**src/rtl/dispbridge_pkg.sv**
```systemverilog
package dispbridge_pkg;

  localparam int REG_AW  = 8;
  localparam int REG_DW  = 16;
  localparam int FLD_W   = REG_DW / 2;
  localparam int DEPTH_W = 5;
  localparam int STEP_W  = 5;

  // register addresses on the bridge
  localparam logic [REG_AW-1:0] A_IDENT   = 8'hB0;
  localparam logic [REG_AW-1:0] A_SYNC    = 8'hB1;
  localparam logic [REG_AW-1:0] A_BPORCH  = 8'hB2;
  localparam logic [REG_AW-1:0] A_FPORCH  = 8'hB3;
  localparam logic [REG_AW-1:0] A_HACT    = 8'hB4;
  localparam logic [REG_AW-1:0] A_VACT    = 8'hB5;
  localparam logic [REG_AW-1:0] A_VMODE   = 8'hB6;
  localparam logic [REG_AW-1:0] A_CFG     = 8'hB7;
  localparam logic [REG_AW-1:0] A_VCHAN   = 8'hB8;
  localparam logic [REG_AW-1:0] A_PLLON   = 8'hB9;
  localparam logic [REG_AW-1:0] A_PLLSET  = 8'hBA;
  localparam logic [REG_AW-1:0] A_CLKDIV  = 8'hBB;
  localparam logic [REG_AW-1:0] A_PKTLEN  = 8'hBC;
  localparam logic [REG_AW-1:0] A_PKTDATA = 8'hBF;
  localparam logic [REG_AW-1:0] A_LANES   = 8'hDE;

  localparam logic [REG_DW-1:0] IDENT_VAL = 16'h2828;
  localparam logic [REG_DW-1:0] CFG_POR   = 16'h0301;

  // configuration word bit positions
  localparam int CFGB_HSDATA  = 0;
  localparam int CFGB_CLKHS   = 1;
  localparam int CFGB_VIDEN   = 3;
  localparam int CFGB_PCLKREF = 5;
  localparam int CFGB_CMDONLY = 6;

  localparam logic [1:0] MODE_BURST = 2'b10;

  localparam logic [FLD_W-1:0] CMD_WAKE    = 8'h11;
  localparam logic [FLD_W-1:0] CMD_DISP_ON = 8'h29;

  // write steps with a special follow-up
  localparam logic [STEP_W-1:0] STEP_FMT  = 5'd5;
  localparam logic [STEP_W-1:0] STEP_LOCK = 5'd11;
  localparam logic [STEP_W-1:0] STEP_WAKE = 5'd13;
  localparam logic [STEP_W-1:0] STEP_DISP = 5'd15;
  localparam logic [STEP_W-1:0] STEP_LAST = 5'd16;

  typedef enum logic [3:0] {
    SQ_BOOT,
    SQ_RST_LO,
    SQ_RST_HI,
    SQ_RD_ID,
    SQ_RD_CFG,
    SQ_WRITE,
    SQ_PAUSE,
    SQ_READY,
    SQ_FAIL
  } seq_state_t;

endpackage

```
**src/rtl/dispbridge_waiter.sv**
```systemverilog
module dispbridge_waiter #(
  parameter int CYCLES_PER_US = 100,
  parameter int US_PER_MS     = 1000,
  parameter int AMT_W         = 16
) (
  input  logic             clk,
  input  logic             rst_n,
  input  logic             load,
  input  logic             unit_ms,
  input  logic [AMT_W-1:0] amount,
  output logic             expired
);

  localparam int CYC_W = (CYCLES_PER_US > 1) ? $clog2(CYCLES_PER_US) : 1;
  localparam int SUB_W = (US_PER_MS > 1) ? $clog2(US_PER_MS) : 1;
  localparam logic [CYC_W-1:0] CYC_LAST = CYC_W'(CYCLES_PER_US - 1);
  localparam logic [SUB_W-1:0] SUB_LAST = SUB_W'(US_PER_MS - 1);

  logic [CYC_W-1:0] cyc_q, cyc_d;
  logic [SUB_W-1:0] sub_q, sub_d;
  logic [AMT_W-1:0] rem_q, rem_d;
  logic             ms_q, ms_d;
  logic             running, us_tick, ms_tick, unit_tick, en;

  assign running   = (rem_q != '0);
  assign us_tick   = running && (cyc_q == CYC_LAST);
  assign ms_tick   = us_tick && (sub_q == SUB_LAST);
  assign unit_tick = ms_q ? ms_tick : us_tick;
  assign en        = load || running;
  assign expired   = !running;

  always_comb begin
    cyc_d = cyc_q;
    sub_d = sub_q;
    rem_d = rem_q;
    ms_d  = ms_q;
    if (load) begin
      cyc_d = '0;
      sub_d = '0;
      rem_d = amount;
      ms_d  = unit_ms;
    end else if (running) begin
      cyc_d = us_tick ? '0 : cyc_q + 1'b1;
      if (us_tick) begin
        sub_d = (sub_q == SUB_LAST) ? '0 : sub_q + 1'b1;
      end
      if (unit_tick) begin
        rem_d = rem_q - 1'b1;
      end
    end
  end

  always_ff @(posedge clk or negedge rst_n) begin
    if (!rst_n) begin
      cyc_q <= '0;
      sub_q <= '0;
      rem_q <= '0;
      ms_q  <= 1'b0;
    end else if (en) begin
      cyc_q <= cyc_d;
      sub_q <= sub_d;
      rem_q <= rem_d;
      ms_q  <= ms_d;
    end
  end

endmodule

```
**src/rtl/dispbridge_step_rom.sv**
```systemverilog
module dispbridge_step_rom
  import dispbridge_pkg::*;
#(
  parameter int LANE_W = 3,
  parameter int DIV_W  = 6
) (
  input  logic [STEP_W-1:0]  step,
  input  logic               pclk_ref,
  input  logic [FLD_W-1:0]   hsync_len,
  input  logic [FLD_W-1:0]   vsync_len,
  input  logic [FLD_W-1:0]   hback_len,
  input  logic [FLD_W-1:0]   vback_len,
  input  logic [FLD_W-1:0]   hfront_len,
  input  logic [FLD_W-1:0]   vfront_len,
  input  logic [REG_DW-1:0]  h_active,
  input  logic [REG_DW-1:0]  v_active,
  input  logic [DEPTH_W-1:0] color_depth,
  input  logic               loose_pack,
  input  logic [LANE_W-1:0]  lane_count,
  input  logic [REG_DW-1:0]  pll_word,
  input  logic [DIV_W-1:0]   lp_div,
  output logic [REG_AW-1:0]  addr,
  output logic [REG_DW-1:0]  data,
  output logic               fmt_bad
);

  logic [1:0]        fmt_code;
  logic              fmt_ok;
  logic [FLD_W-1:0]  vsum, hsum;
  logic [REG_DW-1:0] cfg_cmd, cfg_run;

  always_comb begin
    fmt_ok   = 1'b1;
    fmt_code = 2'd0;
    unique case (color_depth)
      5'd16:   fmt_code = 2'd0;
      5'd18:   fmt_code = loose_pack ? 2'd2 : 2'd1;
      5'd24:   fmt_code = 2'd3;
      default: fmt_ok   = 1'b0;
    endcase
  end

  assign vsum = vsync_len + vback_len;
  assign hsum = hsync_len + hback_len;

  always_comb begin
    cfg_cmd = CFG_POR;
    cfg_cmd[CFGB_HSDATA]  = 1'b0;
    cfg_cmd[CFGB_CLKHS]   = 1'b1;
    cfg_cmd[CFGB_CMDONLY] = 1'b1;
    cfg_cmd[CFGB_PCLKREF] = pclk_ref;
    cfg_run = cfg_cmd;
    cfg_run[CFGB_HSDATA]  = 1'b1;
    cfg_run[CFGB_VIDEN]   = 1'b1;
  end

  assign fmt_bad = (step == STEP_FMT) && !fmt_ok;

  always_comb begin
    addr = A_SYNC;
    data = '0;
    case (step)
      5'd0:  begin addr = A_SYNC;    data = {vsync_len, hsync_len};   end
      5'd1:  begin addr = A_BPORCH;  data = {vsum, hsum};             end
      5'd2:  begin addr = A_FPORCH;  data = {vfront_len, hfront_len}; end
      5'd3:  begin addr = A_HACT;    data = h_active;                 end
      5'd4:  begin addr = A_VACT;    data = v_active;                 end
      5'd5:  begin addr = A_VMODE;   data = {12'd0, MODE_BURST, fmt_code}; end
      5'd6:  begin addr = A_LANES;   data = REG_DW'(lane_count) - 16'd1;   end
      5'd7:  begin addr = A_CFG;     data = cfg_cmd;                  end
      5'd8:  begin addr = A_PLLSET;  data = pll_word;                 end
      5'd9:  begin addr = A_VCHAN;   data = '0;                       end
      5'd10: begin addr = A_CLKDIV;  data = REG_DW'(lp_div);          end
      5'd11: begin addr = A_PLLON;   data = 16'd1;                    end
      5'd12: begin addr = A_PKTLEN;  data = 16'd1;                    end
      5'd13: begin addr = A_PKTDATA; data = {8'd0, CMD_WAKE};         end
      5'd14: begin addr = A_PKTLEN;  data = 16'd1;                    end
      5'd15: begin addr = A_PKTDATA; data = {8'd0, CMD_DISP_ON};      end
      5'd16: begin addr = A_CFG;     data = cfg_run;                  end
      default: begin addr = A_SYNC;  data = '0;                       end
    endcase
  end

endmodule

```
**src/rtl/dispbridge_ctrl.sv**
```systemverilog
module dispbridge_ctrl
  import dispbridge_pkg::*;
#(
  parameter int RST_MS   = 10,
  parameter int LOCK_US  = 500,
  parameter int WAIT_W   = 16,
  parameter int DLY_W    = 8
) (
  input  logic              clk,
  input  logic              rst_n,
  input  logic              verify_en,
  input  logic [DLY_W-1:0]  sleep_delay_ms,
  input  logic [DLY_W-1:0]  on_delay_ms,
  input  logic [REG_AW-1:0] rom_addr,
  input  logic [REG_DW-1:0] rom_data,
  input  logic              fmt_bad,
  input  logic              reg_done,
  input  logic [REG_DW-1:0] reg_rdata,
  input  logic              wait_expired,
  output logic [STEP_W-1:0] step,
  output logic              wait_load,
  output logic              wait_unit_ms,
  output logic [WAIT_W-1:0] wait_amount,
  output logic              reg_req,
  output logic              reg_we,
  output logic [REG_AW-1:0] reg_addr,
  output logic [REG_DW-1:0] reg_wdata,
  output logic              bridge_rst_n,
  output logic              ready,
  output logic              error
);

  localparam logic [WAIT_W-1:0] RST_AMT  = WAIT_W'(RST_MS);
  localparam logic [WAIT_W-1:0] LOCK_AMT = WAIT_W'(LOCK_US);

  seq_state_t        state_q, state_d;
  logic [STEP_W-1:0] step_q, step_d;
  logic              state_en;

  always_comb begin
    state_d      = state_q;
    step_d       = step_q;
    wait_load    = 1'b0;
    wait_unit_ms = 1'b1;
    wait_amount  = '0;
    case (state_q)
      SQ_BOOT: begin
        wait_load   = 1'b1;
        wait_amount = RST_AMT;
        state_d     = SQ_RST_LO;
      end
      SQ_RST_LO: begin
        if (wait_expired) begin
          wait_load   = 1'b1;
          wait_amount = RST_AMT;
          state_d     = SQ_RST_HI;
        end
      end
      SQ_RST_HI: begin
        if (wait_expired) begin
          step_d  = '0;
          state_d = verify_en ? SQ_RD_ID : SQ_WRITE;
        end
      end
      SQ_RD_ID: begin
        if (reg_done) begin
          state_d = (reg_rdata == IDENT_VAL) ? SQ_RD_CFG : SQ_FAIL;
        end
      end
      SQ_RD_CFG: begin
        if (reg_done) begin
          step_d  = '0;
          state_d = (reg_rdata == CFG_POR) ? SQ_WRITE : SQ_FAIL;
        end
      end
      SQ_WRITE: begin
        if (fmt_bad) begin
          state_d = SQ_FAIL;
        end else if (reg_done) begin
          if (step_q == STEP_LOCK) begin
            wait_load    = 1'b1;
            wait_unit_ms = 1'b0;
            wait_amount  = LOCK_AMT;
            state_d      = SQ_PAUSE;
          end else if (step_q == STEP_WAKE) begin
            wait_load   = 1'b1;
            wait_amount = WAIT_W'(sleep_delay_ms);
            state_d     = SQ_PAUSE;
          end else if (step_q == STEP_DISP) begin
            wait_load   = 1'b1;
            wait_amount = WAIT_W'(on_delay_ms);
            state_d     = SQ_PAUSE;
          end else if (step_q == STEP_LAST) begin
            state_d = SQ_READY;
          end else begin
            step_d = step_q + 1'b1;
          end
        end
      end
      SQ_PAUSE: begin
        if (wait_expired) begin
          step_d  = step_q + 1'b1;
          state_d = SQ_WRITE;
        end
      end
      SQ_READY: state_d = SQ_READY;
      SQ_FAIL:  state_d = SQ_FAIL;
      default:  state_d = SQ_FAIL;
    endcase
  end

  assign state_en = (state_d != state_q) || (step_d != step_q);

  always_ff @(posedge clk or negedge rst_n) begin
    if (!rst_n) begin
      state_q <= SQ_BOOT;
      step_q  <= '0;
    end else if (state_en) begin
      state_q <= state_d;
      step_q  <= step_d;
    end
  end

  assign step         = step_q;
  assign bridge_rst_n = (state_q != SQ_BOOT) && (state_q != SQ_RST_LO);
  assign ready        = (state_q == SQ_READY);
  assign error        = (state_q == SQ_FAIL);
  assign reg_req      = (state_q == SQ_RD_ID) || (state_q == SQ_RD_CFG) ||
                        ((state_q == SQ_WRITE) && !fmt_bad);
  assign reg_we       = (state_q == SQ_WRITE);

  always_comb begin
    reg_addr  = rom_addr;
    reg_wdata = '0;
    if (state_q == SQ_RD_ID) begin
      reg_addr = A_IDENT;
    end else if (state_q == SQ_RD_CFG) begin
      reg_addr = A_CFG;
    end else if (state_q == SQ_WRITE) begin
      reg_wdata = rom_data;
    end
  end

endmodule

```
**src/rtl/dispbridge_bringup.sv**
```systemverilog
module dispbridge_bringup
  import dispbridge_pkg::*;
#(
  parameter int CYCLES_PER_US = 100,
  parameter int US_PER_MS     = 1000,
  parameter int RST_MS        = 10,
  parameter int LOCK_US       = 500,
  parameter int WAIT_W        = 16,
  parameter int LANE_W        = 3,
  parameter int DIV_W         = 6,
  parameter int DLY_W         = 8
) (
  input  logic               clk,
  input  logic               rst_n,
  input  logic               verify_en,
  input  logic               pclk_ref,
  input  logic [7:0]         hsync_len,
  input  logic [7:0]         vsync_len,
  input  logic [7:0]         hback_len,
  input  logic [7:0]         vback_len,
  input  logic [7:0]         hfront_len,
  input  logic [7:0]         vfront_len,
  input  logic [15:0]        h_active,
  input  logic [15:0]        v_active,
  input  logic [4:0]         color_depth,
  input  logic               loose_pack,
  input  logic [LANE_W-1:0]  lane_count,
  input  logic [15:0]        pll_word,
  input  logic [DIV_W-1:0]   lp_div,
  input  logic [DLY_W-1:0]   sleep_delay_ms,
  input  logic [DLY_W-1:0]   on_delay_ms,
  output logic               reg_req,
  output logic               reg_we,
  output logic [7:0]         reg_addr,
  output logic [15:0]        reg_wdata,
  input  logic               reg_done,
  input  logic [15:0]        reg_rdata,
  output logic               bridge_rst_n,
  output logic               ready,
  output logic               error
);

  logic [1:0]        rst_sync_q;
  logic              rst_int_n;
  logic [STEP_W-1:0] step;
  logic [REG_AW-1:0] rom_addr;
  logic [REG_DW-1:0] rom_data;
  logic              fmt_bad;
  logic              wait_load, wait_unit_ms, wait_expired;
  logic [WAIT_W-1:0] wait_amount;

  always_ff @(posedge clk or negedge rst_n) begin
    if (!rst_n) begin
      rst_sync_q <= 2'b00;
    end else begin
      rst_sync_q <= {rst_sync_q[0], 1'b1};
    end
  end
  assign rst_int_n = rst_sync_q[1];

  dispbridge_step_rom #(
    .LANE_W (LANE_W),
    .DIV_W  (DIV_W)
  ) u_rom (
    .step        (step),
    .pclk_ref    (pclk_ref),
    .hsync_len   (hsync_len),
    .vsync_len   (vsync_len),
    .hback_len   (hback_len),
    .vback_len   (vback_len),
    .hfront_len  (hfront_len),
    .vfront_len  (vfront_len),
    .h_active    (h_active),
    .v_active    (v_active),
    .color_depth (color_depth),
    .loose_pack  (loose_pack),
    .lane_count  (lane_count),
    .pll_word    (pll_word),
    .lp_div      (lp_div),
    .addr        (rom_addr),
    .data        (rom_data),
    .fmt_bad     (fmt_bad)
  );

  dispbridge_waiter #(
    .CYCLES_PER_US (CYCLES_PER_US),
    .US_PER_MS     (US_PER_MS),
    .AMT_W         (WAIT_W)
  ) u_waiter (
    .clk     (clk),
    .rst_n   (rst_int_n),
    .load    (wait_load),
    .unit_ms (wait_unit_ms),
    .amount  (wait_amount),
    .expired (wait_expired)
  );

  dispbridge_ctrl #(
    .RST_MS  (RST_MS),
    .LOCK_US (LOCK_US),
    .WAIT_W  (WAIT_W),
    .DLY_W   (DLY_W)
  ) u_ctrl (
    .clk            (clk),
    .rst_n          (rst_int_n),
    .verify_en      (verify_en),
    .sleep_delay_ms (sleep_delay_ms),
    .on_delay_ms    (on_delay_ms),
    .rom_addr       (rom_addr),
    .rom_data       (rom_data),
    .fmt_bad        (fmt_bad),
    .reg_done       (reg_done),
    .reg_rdata      (reg_rdata),
    .wait_expired   (wait_expired),
    .step           (step),
    .wait_load      (wait_load),
    .wait_unit_ms   (wait_unit_ms),
    .wait_amount    (wait_amount),
    .reg_req        (reg_req),
    .reg_we         (reg_we),
    .reg_addr       (reg_addr),
    .reg_wdata      (reg_wdata),
    .bridge_rst_n   (bridge_rst_n),
    .ready          (ready),
    .error          (error)
  );

endmodule

```
**config.mk**
```make
export PLATFORM = sky130hd
export DESIGN_NAME = dispbridge_bringup
export DESIGN_NICKNAME = d
export VERILOG_FILES = /design/src/rtl/dispbridge_pkg.sv /design/src/rtl/dispbridge_waiter.sv /design/src/rtl/dispbridge_step_rom.sv /design/src/rtl/dispbridge_ctrl.sv /design/src/rtl/dispbridge_bringup.sv
export SDC_FILE = /design/constraint.sdc
export NUM_CORES = 1
export LEC_CHECK = 0
export ABC_AREA = 1
export ABC_CLOCK_PERIOD_IN_PS = 5300
export BUFFER_PORTS_ARGS = -buffer_cell sky130_fd_sc_hd__buf_4
export CORE_MARGIN = 1
export CORE_UTILIZATION = 35
export CTS_CLUSTER_DIAMETER = 100
export DETAILED_ROUTE_END_ITERATION = 6
export HOLD_SLACK_MARGIN = 0.06
export SKIP_LAST_GASP = 1
export SYNTH_ARGS = -nofsm -noshare
export SYNTH_HDL_FRONTEND = slang
export SYNTH_HIERARCHICAL = 1
export SYNTH_SLANG_ARGS = --single-unit
```
**constraint.sdc**
```tcl
create_clock -name clk -period 5.3 [get_ports clk]
set_input_delay 1.06 -clock clk [delete_from_list [all_inputs] [get_ports clk]]
set_output_delay 1.06 -clock clk [all_outputs]
set_load 0.05 [all_outputs]
```
Yosys cells after proc, flatten, opt, wreduce, memory -nomap -nowiden
Cells that the tools add are included.
Widths: inputs -> output; s select.
{ "totals": {"register_bits": 45, "latch_bits": 0, "ramBits": 0, "romBits": 0, "inputBits": 148, "output_inout_bits": 29, "elab_cells": 139, "mem_count": 0} }
{ "classes": {"addsub": 7, "mul": 0, "div": 0, "magnitude_cmp": 0, "eq_ne": 34, "n_shift": 0, "n_mux": 64, "bitwise": 0, "reduce_logical": 27} }
{ "ops": {"columns": ["operator", "count"], "rows": [
  ["$pmux 16 s14", 1],
  ["$mux 16", 10],
  ["$pmux 7 s13", 1],
  ["$mux 4", 14],
  ["$pmux 16 s3", 1],
  ["$mux 5", 9],
  ["$eq 5x4->1 const B", 8],
  ["$mux 10", 4],
  ["$pmux 4 s8", 1],
  ["$mux 8", 3],
  ["$mux 7", 3],
  ["$eq 5x3->1 const B", 4],
  ["$eq 5x5->1 const B", 4],
  ["$pmux 5 s4", 1],
  ["$add 8x8->8", 2],
  ["$eq 16x10->1 const B", 1],
  ["$eq 16x14->1 const B", 1],
  ["$eq 4x3->1 const B", 4],
  ["$reduce_bool 16->1", 1],
  ["$sub 16x1->16 const B", 1],
  ["$mux 1", 12],
  ["$add 10x1->10 const B", 1],
  ["$eq 10x10->1 const B", 1],
  ["$eq 5x2->1 const B", 2],
  ["26 further kinds", 42]
]} }

Logic depth before layout (Yosys ltp)
{ "logic_depth": {"depth_word": 10, "depth_mapped": 15, "ltp_nobuf": 14} }

Modules after synthesis
Netlist, hierarchy kept.
{ "modules_own_cells": {"columns": ["mod", "instances", "cells_each", "area_per_inst_um2", "seq_area_each_um2"], "rows": [
  ["dispbridge_waiter", 1, 336, 2247.2, 850.8],
  ["dispbridge_step_rom", 1, 395, 1955.6, 0.0],
  ["dispbridge_ctrl", 1, 297, 1607.8, 225.2],
  ["dispbridge_bringup", 1, 3, 53.8, 50.0]
]} }

Least setup slack after synthesis
No wires, ideal clock.
{ "synth_timing": {"path_type": "input to output", "startpoint": "in hsync_len[0]", "endpoint": "out reg_wdata[6]", "arrival_ps": 2847, "required_ps": 4240, "slack_ps": 1393, "cell_stages": 11, "path_buffers": 0, "cell_sequence": "ha_1 fa_1 nand2_1 nand3_1 nand3_1 nand2_1 nand2_1 nand3_1 nand3_1 inv_1 nor2_1"} }
{ "synth_between": {"elab_chain_len": 5} }
{ "synth_rtl": {"columns": ["item", "line_no", "rtl"], "rows": [
  ["from (decl)", "dispbridge_bringup.sv:17", "input logic [7:0] hsync_len,"],
  ["$add 8x8->8", "dispbridge_step_rom.sv:44", "assign hsum = hsync_len + hback_len;"],
  ["$pmux 16 s14", "dispbridge_step_rom.sv:62", "case (step)"],
  ["named net rom_data[6]", "dispbridge_bringup.sv:47", "logic [REG_DW-1:0] rom_data;"],
  ["$mux 16", "dispbridge_ctrl.sv:139", "end else if (state_q == SQ_WRITE) begin"],
  ["$mux 16", "dispbridge_ctrl.sv:137", "end else if (state_q == SQ_RD_CFG) begin"],
  ["$mux 16", "dispbridge_ctrl.sv:135", "if (state_q == SQ_RD_ID) begin"],
  ["to (decl)", "dispbridge_bringup.sv:35", "output logic [15:0] reg_wdata,"]
]} }
The timed path passes the listed nets, and every way through them passes these cells.

Worst setup path in the final report
{ "layout_timing": {"startpoint": "reg u_ctrl.step_q[2], in the netlist u_ctrl/step[2]", "endpoint": "out reg_wdata[3]"} }
{ "layout_between": {"elab_chain_len": 6, "word_cells_on_any_way": 21, "classes_between": "eq/ne (15); mux (4); reduce/logical (2)"} }
{ "layout_rtl": {"columns": ["item", "line_no", "rtl"], "rows": [
  ["from (decl)", "dispbridge_ctrl.sv:37", "logic [STEP_W-1:0] step_q, step_d;"],
  ["from (signal assigned)", "dispbridge_ctrl.sv:120", "step_q <= step_d;"],
  ["$eq 5x4->1", "dispbridge_step_rom.sv:62", null],
  ["$reduce_or 3->1 (no line)", null, null],
  ["$pmux 16 s14 *", "dispbridge_step_rom.sv:62", null],
  ["named net rom_data[3]", "dispbridge_bringup.sv:47", null],
  ["$mux 16 *", "dispbridge_ctrl.sv:139", null],
  ["$mux 16 *", "dispbridge_ctrl.sv:137", null],
  ["$mux 16 *", "dispbridge_ctrl.sv:135", null]
]} }
The timed path passes the listed nets; every way through them passes the cells marked *.

==> flow_metrics.env <==
export IMPL_hold_path_class="register to register"
export IMPL_critPathMaxFanout=14
export IMPL_nFillCells=1835
export IMPL_fin_crit_ns=3.95
export IMPL_clock_root_buffer="clkbuf_16"
export IMPL_drt_iter0_markers=333
export IMPL_syn_inst=1031
export IMPL_outcome="complete, but fails checks"
export IMPL_cts_buffers=5
export IMPL_hold_viol=0
export IMPL_grt_max_degree=44
export IMPL_cap_violations=0
export IMPL_grt_pass1_wl_um=31100
export IMPL_fp_dieArea_mm2=0.0173
export IMPL_synth_ff_type="dfrtp_1"
export IMPL_p_per_area_mw_per_mm2=116
export IMPL_seq_power_share_pct=41.4
export IMPL_cts_sinks=45
export IMPL_synthDistinctLibCells=41
export IMPL_critPathRequiredTime_ns=4.24
export IMPL_io_buffers=174
export IMPL_vias=6779
export IMPL_crit_arrival_ns=2.89
export IMPL_first_pass_iters=7
export IMPL_syn_area_mm2=0.00586
export IMPL_seq_area_frac_synth_pct=19.2
export IMPL_async_reset_ff_share_pct=100
export IMPL_fp_coreArea_mm2=0.0161
export IMPL_min_period_over_period_pct=74.5
export IMPL_peakVddDrop_mv=0.105
export IMPL_final_area_mm2=0.00743
export IMPL_slowest_stage="nor2_1"
export IMPL_synth_edff_count=0
export IMPL_tightest_slew_ns=1.00
export IMPL_crit_path_end_kind="output port"
export IMPL_gp_congestion=0.907
export IMPL_globalRouteTotalUtil_pct=21.9
export IMPL_grt_pass1_vias=6464
export IMPL_area_delta_synth_final_pct=26.7
export IMPL_h_tree_depth=2
export IMPL_path_clk_slew_ns=0.07
export IMPL_crit_path_max_incr_delay_ns=0.71
export IMPL_clockBufferDepth=2
export IMPL_clock_latency_ns=0.30
export IMPL_post_cts_buffers=0
export IMPL_place_area_mm2=0.00728
export IMPL_dieHeight_um=131
export IMPL_fmax_mhz=253
export IMPL_start_util_pct=36.4
export IMPL_p_clk_share_pct=38.0
export IMPL_slew_violations=0
export IMPL_cts_resized=0
export IMPL_finalClockSkew_ns=0.0142
export IMPL_route_detailed_drc=1
export IMPL_boundaryPins=177
export IMPL_nets=1367
export IMPL_rows=46
export IMPL_crit_chain="nor2_4 > inv_2 > nor2_1 > o21ai_0 > nor2_1 > nor2_1 > nand2_1 > inv_1 > nor2_1 > buf_4"
export IMPL_cp_start_kind="register"
export IMPL_ant_nets=0
export IMPL_cts_tree="built"
export IMPL_via_per_inst=4.80
export IMPL_antenna_cells=0
export IMPL_setup_tns_ns=0
export IMPL_leakage_nw=4.07
export IMPL_dp_hpwl_um=15000
export IMPL_wirelength_um=18800
export IMPL_p_int_uw=626
export IMPL_switching_share_pct=27.6
export IMPL_gr_total_overflow=0
export IMPL_synth_seq_cells=45
export IMPL_setup_viol=0
export IMPL_p_sw_uw=239
export IMPL_setup_slack_ns=1.35
export IMPL_place_ws_ns=1.47
export IMPL_yosysWarningCount=6
export IMPL_antenna_found_initial=0
export IMPL_die_w_um=131
export IMPL_postSynthAreaPerCell_um2=5.69
export IMPL_wl_per_cell_um=13.3
export IMPL_ctsHoldBuffers=0
export IMPL_p_comb_share_pct=20.7
export IMPL_rsz0062_at_grt="no"
export IMPL_worst_setup_path_type="register to output port"
export IMPL_drive_above_1_share_pct=20.9
export IMPL_path_common_cell="nor2_1"
export IMPL_violations="design-rule violations"
export IMPL_maxSlewHeadroom_pct=33.2
cell usage after synthesis (2+ instances only):
| cell | count | area [um^2] |
|---|---|---|
| nor2_4 | 15 | 169 |
| nand2_4 | 4 | 45.0 |
| nor2_1 | 141 | 529 |
| o211ai_1 | 2 | 15.0 |
| nor2_2 | 6 | 37.5 |
| conb_1 | 3 | 11.3 |
| fa_1 | 2 | 40.0 |
| or2_2 | 4 | 25.0 |
| buf_2 | 2 | 10.0 |
| a211oi_1 | 2 | 15.0 |
| o21ai_0 | 37 | 185 |
| ha_1 | 23 | 288 |
| nor3_1 | 10 | 50.1 |
| o21ai_1 | 6 | 30.0 |
| buf_6 | 7 | 78.8 |
| inv_2 | 14 | 52.6 |
| a21oi_1 | 36 | 180 |
| xor2_1 | 7 | 61.3 |
| a21oi_2 | 4 | 35.0 |
| clkbuf_1 | 5 | 18.8 |
| dfrtp_1 | 45 | 1130 |
| inv_1 | 134 | 503 |
| a21o_1 | 2 | 15.0 |
| buf_4 | 14 | 105 |
| mux2i_1 | 3 | 30.0 |
| nand2_1 | 342 | 1280 |
| xnor2_1 | 7 | 61.3 |
| nand4_1 | 18 | 113 |
| nand3_1 | 109 | 546 |
| nand2_2 | 13 | 81.3 |
| or2_1 | 4 | 25.0 |
critical path: cells and delay by family (launching register included):
kind | cells | cell delay [ns]
AOI/OAI and AO/OA | 1 | 0.19
buffers and inverters | 3 | 0.38
DFF | 1 | 0.60
and+or+nand+nor | 6 | 1.40
cells in the final DEF (no fill, tap or decap), types with 3 or more instances in the layout:
master,count
nand2_1,342
buf_4,177
nor2_1,141
inv_1,134
nand3_1,109
dfrtp_1,44
a21oi_1,36
o21ai_0,36
ha_1,23
nand4_1,18
nor2_4,15
inv_2,14
nand2_2,13
conb_1,10
nor3_1,10
o21ai_1,7
xor2_1,7
xnor2_1,7
nor2_2,6
clkbuf_16,5
or2_1,4
a21oi_2,4
or2_2,4
nand2_4,4
mux2i_1,3
power groups by stage:
| stage | registers [mW] | clock network [mW] | logic, mW |
|---|---|---|---|
| 6_report | 0.357 | 0.328 | 0.179 |
| 2_1_floorplan | 0.361 | 0 | 0.0798 |
| 3_3_place_gp | 0.365 | 0 | 0.177 |
| 3_5_place_dp | 0.365 | 0 | 0.178 |
| 4_1_cts | 0.358 | 0.339 | 0.179 |
| 5_1_grt | 0.359 | 0.351 | 0.200 |
final timing paths:
check,startpoint,end,slack (ns),cells after the start
max,u_ctrl/step[2],reg_wdata[3],1.35,10
min,rst_sync_q[0],rst_sync_q[1],0.36,0
max reg2reg,u_ctrl/step[2],u_waiter/rem_q[11],1.56,13
min reg2reg,rst_sync_q[0],rst_sync_q[1],0.36,0
max in group asynchronous,rst_sync_q[1],u_ctrl/state_q[0],4.22,0
min in group asynchronous,rst_sync_q[1],u_waiter/sub_q[5],0.45,0
kinds of logic (layout without fill, tap and decap cells):
family,Yosys count,count (layout),share of synthesized area [%]
multiplexers,3,3,0.512
flip-flops,45,45,19.2
adder cells (fa/ha/maj),25,25,5.59
XOR/XNOR,14,14,2.09
buffers and inverters,177,334,13.2
AO/OA/AOI/OAI,93,93,8.88
AND/OR/NAND/NOR,671,671,50.4
other,3,10,0.192
flip-flops by register name, indices dropped and copies added, names as in the netlist:
name / count
u_ctrl/step: 5
u_waiter/sub_q: 10
rst_sync_q: 2
u_waiter/ms_q: 1
u_waiter/cyc_q: 7
u_waiter/rem_q: 16
u_ctrl/state_q: 4
layout make-up:
class / instances / area (um^2) / share of cell area (%)
clock buffers: 5 / 125 / 1.68
clock inverters: 3 / 25.0 / 0.337
inverters: 149 / 559 / 7.53
multi-input cells: 816 / 3990 / 53.7
flip-flops and latches: 45 / 1130 / 15.2
well taps: 216 / 270 / 3.64
repair buffers: 177 / 1330 / 17.9
per-layer routing:
layer,vias up,GRT usage [%],wire [um]
met3,23,3.28,979
met1,3013,28.2,8700
met4,0,5.75,346
met2,206,37.9,8790
li1,3537,-,-
met5,-,0,0
metrics by stage:
step | std cells | hold slack (ns) | power (mW) | util (%)
global placement | 1403 | 0.342 | 0.542 | 45.2
finish | 1411 | 0.362 | 0.864 | 46.1
global route | 1411 | 0.385 | 0.911 | 46.1
floorplan | 1038 | 0.331 | 0.441 | -
detailed placement | 1403 | 0.353 | 0.543 | 45.2
CTS | 1411 | 0.370 | 0.876 | 46.1
Power figures use the tool's default switching activity.
